`src/rtl/smm_dec_pkg.sv`:
```
package smm_dec_pkg;

    localparam int unsigned ADDR_W = 32;
    localparam int unsigned XW     = ADDR_W + 1;
    localparam int unsigned CTL_W  = 8;
    localparam int unsigned N_WIN  = 4;

    localparam logic [CTL_W-1:0] CTL_RST_VAL = 8'h38;

    localparam logic [XW-1:0] ALIAS_OFS = XW'(32'h1000_0000);
    localparam logic [XW-1:0] LEG_LO    = XW'(32'h000A_0000);
    localparam logic [XW-1:0] LEG_HI    = XW'(32'h0010_0000);
    localparam logic [XW-1:0] SEG_UNIT  = XW'(32'h0002_0000);

    // window indices, also the decode priority order
    localparam int unsigned W_HI_ALIAS  = 0;
    localparam int unsigned W_SEG_ALIAS = 1;
    localparam int unsigned W_LEGACY    = 2;
    localparam int unsigned W_SEG       = 3;

    typedef struct packed {
        logic       hi_sel;
        logic       viol;
        logic [2:0] fixed_ones;
        logic [1:0] seg_sz;
        logic       seg_en;
    } smm_ctl_t;

    typedef enum logic {
        ROUTE_PCI  = 1'b0,
        ROUTE_DRAM = 1'b1
    } route_e;

    typedef struct packed {
        route_e              route;
        logic [ADDR_W-1:0]   addr;
        logic                deny;
    } decode_t;

    function automatic logic [XW-1:0] seg_bytes(input logic [1:0] sz);
        return SEG_UNIT << sz;
    endfunction

endpackage

```
`src/rtl/smm_range_hit.sv`:
```
module smm_range_hit #(
    parameter int unsigned W = 33
) (
    input  logic [W-1:0] lo,
    input  logic [W-1:0] hi,
    input  logic [W-1:0] addr,
    output logic         hit
);
    assign hit = (addr >= lo) && (addr < hi);
endmodule

```
`src/rtl/smm_ctl_reg.sv`:
```
module smm_ctl_reg
    import smm_dec_pkg::*;
(
    input  logic             clk,
    input  logic             rst,
    input  logic             wr_en,
    input  logic [CTL_W-1:0] wr_data,
    input  logic             lock,
    input  logic             viol_set,
    output smm_ctl_t         ctl_q
);
    logic       hi_sel_q;
    logic [1:0] seg_sz_q;
    logic       seg_en_q;
    logic       viol_q;
    logic       clr_req;

    assign clr_req = wr_en && wr_data[6];

    always_ff @(posedge clk) begin
        if (rst) begin
            hi_sel_q <= CTL_RST_VAL[7];
            seg_sz_q <= CTL_RST_VAL[2:1];
            seg_en_q <= CTL_RST_VAL[0];
            viol_q   <= CTL_RST_VAL[6];
        end else begin
            if (wr_en && !lock) begin
                hi_sel_q <= wr_data[7];
                seg_sz_q <= wr_data[2:1];
                seg_en_q <= wr_data[0];
            end
            // hardware set dominates a software clear
            viol_q <= viol_set | (viol_q & ~clr_req);
        end
    end

    always_comb begin
        ctl_q.hi_sel     = hi_sel_q;
        ctl_q.viol       = viol_q;
        ctl_q.fixed_ones = 3'b111;
        ctl_q.seg_sz     = seg_sz_q;
        ctl_q.seg_en     = seg_en_q;
    end
endmodule

```
`src/rtl/smm_addr_decode.sv`:
```
module smm_addr_decode
    import smm_dec_pkg::*;
(
    input  smm_ctl_t          ctl,
    input  logic [ADDR_W-1:0] tom,
    input  logic              glb_en,
    input  logic              in_smm,
    input  logic              open_en,
    input  logic              valid,
    input  logic [ADDR_W-1:0] addr,
    output decode_t           res,
    output logic              viol_hit
);
    logic [XW-1:0]    ax, tom_x, seg_lo;
    logic [XW-1:0]    win_lo [N_WIN];
    logic [XW-1:0]    win_hi [N_WIN];
    logic [N_WIN-1:0] hit;
    logic             hi_on, seg_on, allowed;

    assign ax      = XW'(addr);
    assign tom_x   = XW'(tom);
    assign seg_lo  = tom_x - seg_bytes(ctl.seg_sz);
    assign hi_on   = glb_en && ctl.hi_sel;
    assign seg_on  = glb_en && ctl.seg_en;
    assign allowed = in_smm || open_en;

    always_comb begin
        win_lo[W_HI_ALIAS]  = LEG_LO + ALIAS_OFS;
        win_hi[W_HI_ALIAS]  = LEG_HI + ALIAS_OFS;
        win_lo[W_SEG_ALIAS] = seg_lo + ALIAS_OFS;
        win_hi[W_SEG_ALIAS] = tom_x + ALIAS_OFS;
        win_lo[W_LEGACY]    = LEG_LO;
        win_hi[W_LEGACY]    = LEG_HI;
        win_lo[W_SEG]       = seg_lo;
        win_hi[W_SEG]       = tom_x;
    end

    for (genvar i = 0; i < N_WIN; i++) begin : g_win
        smm_range_hit #(.W(XW)) u_hit (
            .lo   (win_lo[i]),
            .hi   (win_hi[i]),
            .addr (ax),
            .hit  (hit[i])
        );
    end

    always_comb begin
        res.route = ROUTE_PCI;
        res.addr  = addr;
        res.deny  = 1'b0;
        if ((hi_on && hit[W_HI_ALIAS]) || (seg_on && hit[W_SEG_ALIAS])) begin
            if (allowed) begin
                res.route = ROUTE_DRAM;
                res.addr  = ADDR_W'(ax - ALIAS_OFS);
            end else begin
                res.deny  = 1'b1;
            end
        end else if (hi_on && hit[W_LEGACY]) begin
            res.route = ROUTE_PCI;
        end else if (seg_on && hit[W_SEG]) begin
            res.route = ROUTE_PCI;
        end else if (ax < tom_x) begin
            res.route = ROUTE_DRAM;
        end
    end

    assign viol_hit = valid && res.deny;
endmodule

```
`src/rtl/smm_region_decoder.sv`:
```
module smm_region_decoder
    import smm_dec_pkg::*;
(
    input  logic              clk,
    input  logic              rst,
    input  logic              reg_wr_en,
    input  logic [CTL_W-1:0]  reg_wr_data,
    output logic [CTL_W-1:0]  reg_rd_data,
    input  logic [ADDR_W-1:0] tom_addr,
    input  logic              smram_glb_en,
    input  logic              cfg_lock,
    input  logic              smram_open,
    input  logic              in_smm,
    input  logic              acc_valid,
    input  logic [ADDR_W-1:0] acc_addr,
    output logic              route_dram,
    output logic [ADDR_W-1:0] remap_addr,
    output logic              viol_flag
);
    smm_ctl_t ctl;
    decode_t  dec;
    logic     viol_hit;

    smm_ctl_reg u_ctl (
        .clk      (clk),
        .rst      (rst),
        .wr_en    (reg_wr_en),
        .wr_data  (reg_wr_data),
        .lock     (cfg_lock),
        .viol_set (viol_hit),
        .ctl_q    (ctl)
    );

    smm_addr_decode u_dec (
        .ctl      (ctl),
        .tom      (tom_addr),
        .glb_en   (smram_glb_en),
        .in_smm   (in_smm),
        .open_en  (smram_open),
        .valid    (acc_valid),
        .addr     (acc_addr),
        .res      (dec),
        .viol_hit (viol_hit)
    );

    assign reg_rd_data = ctl;
    assign route_dram  = (dec.route == ROUTE_DRAM);
    assign remap_addr  = dec.addr;
    assign viol_flag   = ctl.viol;
endmodule

```
`config.mk`:
```
export PLATFORM = sky130hd
export DESIGN_NAME = smm_region_decoder
export DESIGN_NICKNAME = d
export VERILOG_FILES = /design/src/rtl/smm_dec_pkg.sv /design/src/rtl/smm_range_hit.sv /design/src/rtl/smm_ctl_reg.sv /design/src/rtl/smm_addr_decode.sv /design/src/rtl/smm_region_decoder.sv
export SDC_FILE = /design/constraint.sdc
export NUM_CORES = 1
export LEC_CHECK = 0
export BUFFER_PORTS_ARGS = -buffer_cell sky130_fd_sc_hd__buf_2
export CORE_ASPECT_RATIO = 1.75
export CORE_MARGIN = 2
export CORE_UTILIZATION = 45
export CTS_CLUSTER_DIAMETER = 200
export CTS_CLUSTER_SIZE = 8
export DETAILED_ROUTE_END_ITERATION = 16
export HOLD_SLACK_MARGIN = 0.02
export PLACE_DENSITY = 0.82
export SLEW_MARGIN = 10
export SYNTH_ARGS = -nofsm -noshare
export SYNTH_HDL_FRONTEND = slang
export SYNTH_SLANG_ARGS = --single-unit
```
`constraint.sdc`:
```
create_clock -name clk -period 6.2 [get_ports clk]
set_input_delay 0.93 -clock clk [delete_from_list [all_inputs] [get_ports clk]]
set_output_delay 0.93 -clock clk [all_outputs]
set_load 0.1 [all_outputs]
```
==> impl_metrics.tcl <==
set metrics [dict create \
    run_status "finished clean" \
    ios 122 \
    cts-root-buf "sky130_fd_sc_hd__clkbuf_16" \
    die_w_microns 67.1 \
    floorplan.initialDensity_pct 46.0 \
    grt_start_max_net_pins 13 \
    max-slew-margin-rel_pct 45.5 \
    post_layout_utilization_of_the_core_pct 55.8 \
    synth_edf_count 0 \
    detailroute.via_count 3466 \
    cts_hold_repair.buffers 0 \
    critPathKind "in -> out" \
    timing.final.crit_period_ns 5.93 \
    leakagePower_nw 1.91 \
    irDropWorstVdd_uv 115 \
    floorplan.die_area_sq_um 7670 \
    peak_per_stage_delay_on_the_critical_path_ns 0.56 \
    routabilityCongestion 0.979 \
    number_of_buffers_on_the_longest_clock_path 2 \
    finClkSkew_ns 0.00105 \
    grt_setup_unrepaired "no" \
    timing.final.max_slew_violations 0 \
    ant_nets 0 \
    htree_num_levels 1 \
    cellPowerDensity_nw_per_um2 139 \
    viasPerCell 5.78 \
    asyncSetResetFlopFracSynth_pct 0 \
    synthTopCellsByCount "sky130_fd_sc_hd__ha_1, sky130_fd_sc_hd__inv_1, sky130_fd_sc_hd__buf_4" \
    half_perimeter_wire_length_after_placement_microns 8240 \
    syn_area_sq_um 3130 \
    antennaDiodeCount 0 \
    grt.overflow.total 0 \
    grt_first_pass_wirelength_microns 14600 \
    holdPathStages 2 \
    layout-drive-gt1-share_pct 28.3 \
    tritoncts "done" \
    timing.final.crit_share_pct 95.7 \
    timing.reg2reg.worst_path_depth 17 \
    netlist.area_leader.share_pct 29.9 \
    io_buffer_count 115 \
    syn_avg_cell_area_sq_um 7.29 \
    ys_seq_area_share_pct 3.19 \
    count_of_fill_cells_added_during_filler_insertion 667 \
    num-nets-final 672 \
    detail_route.first_pass.iterations 4 \
    setup_viol_count_final 0 \
    critical_path.cell_chain "buf_2, ha_4, o211ai_1, a21oi_2, or4_1, nor4_4, nand2_1, a21oi_1, ha_1, a21oi_1, nand2_1, a2111oi_2, o21ai_0, a311oi_2, buf_4, or3_4, o311ai_2, buf_12" \
    worst_slew_pin_slew_ns 0.817 \
    detail_route.wl_per_cell_microns 15.6 \
    vias_in_the_first_global_route 3336 \
    overall_die_height_microns 114 \
    worst-path-max-fanout 7 \
    cts_made_buffers 3 \
    antenna_found_initial 0 \
    route.detailed.drc 0 \
    cts.clk_slew.worst_paths_ns 0.03 \
    route.final.wire_length_microns 9390 \
    fp-row-count 40 \
    yosysWarnings 0 \
    cts.sinks 5 \
    cap_viol_max_count 0 \
    hold_viol_final 0 \
    ys_top_cells_by_area "sky130_fd_sc_hd__ha_1, sky130_fd_sc_hd__buf_4, sky130_fd_sc_hd__inv_1" \
    yosys_most_used_dff "sky130_fd_sc_hd__dfxtp_1" \
    clock_insertion_delay_worst_skew_ns 0.23 \
    floorplan.core_area_sq_um 6810 \
    multi_input_area_sq_um 2630 \
    area_growth_syn_to_layout_pct 21.1 \
    max_clock_freq_mhz 168 \
    worst_setup_path_start_kind "primary input" \
    post_synth_inst_count 430 \
    initialDrtViolationCount 145 \
    register_area_sq_um 103 \
    track_usage_pct 24.5 \
    yosys_register_bits 5 \
    cpMaxStageDelayCell "sky130_fd_sc_hd__or4_1" \
    netlist.top_cell.by_area "sky130_fd_sc_hd__ha_1" \
    worst_ep_required_time_ns 5.27 \
    timing.critical_path.arrival_ns 5.00 \
    synth.most_common_cell "sky130_fd_sc_hd__ha_1" \
    setup.worst_path.end_class "output pin" \
    timing.setup.tns_ns 0 \
    ys_types 58 \
    holdCritPathClass "reg -> reg" \
]
## kinds of logic (layout without fill, tap and decap cells)
family / after synthesis / after routing / share of synthesized area (%)
simple gates: 137 / 137 / 24.4
compound gates: 105 / 105 / 22.9
buf+inv: 92 / 176 / 15.1
fa+ha+maj: 75 / 75 / 29.9
xor+xnor: 11 / 11 / 3.07
flops: 5 / 5 / 3.19
mux: 4 / 4 / 1.28
other cells: 1 / 3 / 0.120
## layout by cell type, fill, tap and decap left out, drive strengths merged, types with 8 or more instances in the layout
master / instances
or3: 9
a21oi: 33
nand2: 29
inv: 53
nor2: 27
o21ai: 25
nor3: 11
o31ai: 8
nand4: 13
buf: 119
xnor2: 10
ha: 75
nand3: 18
nor4: 9
## worst paths after layout
check	start	to	slack (ns)
max reg2reg	u_ctl.seg_sz_q[0]	u_ctl.viol_q	1.66
min	u_ctl.seg_sz_q[0]	u_ctl.seg_sz_q[0]	0.54
min reg2reg	u_ctl.seg_sz_q[0]	u_ctl.seg_sz_q[0]	0.54
max	tom_addr[17]	remap_addr[30]	0.27
## final cells by class
cell class | instances | area share (%)
clock buffers | 4 | 2.08
flip-flops and latches | 5 | 2.70
repair buffers | 119 | 17.9
inverters | 53 | 5.24
well taps | 84 | 2.77
multi-input cells | 335 | 69.3
## report_power, final
group | internal, mW | total [mW] | leakage (nW) | switching (mW)
combinational | 0.124 | 0.386 | 1.83 | 0.262
clock | 0.0852 | 0.106 | 0.0382 | 0.0205
sequential | 0.0338 | 0.0357 | 0.0416 | 0.00186
total | 0.243 | 0.528 | 1.91 | 0.285
## per-layer routing
| metal | global-route usage (%) | vias up | wire, microns | part of all wire (%) |
|---|---|---|---|---|
| met3 | 0.885 | 36 | 346 | 3.7 |
| met1 | 23.8 | 1590 | 3300 | 35 |
| met2 | 48.4 | 128 | 5170 | 55 |
| li1 | - | 1712 | - | - |
| met4 | 14.0 | 0 | 574 | 6.1 |
| met5 | 0 | - | 0 | 0 |
## critical path: cells and delay by family
kind,cells,cell delay [ns]
AO/OA/AOI/OAI,8,1.82
AND/OR/NAND/NOR,5,1.21
buffers and inverters,3,0.53
adder cells (fa/ha/maj),2,0.51
## metrics by stage
| stage | hold WS [ns] | setup slack, ns | area, sq um | cells | total power, mW |
|---|---|---|---|---|---|
| after floorplan | 0.476 | -0.182 | 3210 | 432 | 0.319 |
| after global placement | 0.526 | 0.192 | 3710 | 595 | 0.410 |
| after detailed placement | 0.535 | 0.182 | 3710 | 595 | 0.419 |
| after CTS | 0.543 | 0.152 | 3790 | 599 | 0.528 |
| after global routing | 0.579 | 0.00515 | 3790 | 600 | 0.563 |
| final | 0.538 | 0.265 | 3790 | 600 | 0.528 |
## repair_timing
| action | CTS | global route |
|---|---|---|
| setup endpoints to repair | 0 | 5 |
| setup buffers | 0 | 1 |
| resized for setup | 0 | 0 |
## flip-flops by register name, summed over array words and instances, names as in the netlist
register	count
u_ctl.seg_sz_q	2
u_ctl.hi_sel_q	1
u_ctl.seg_en_q	1
u_ctl.viol_q	1
Power figures use the tool's default switching activity.
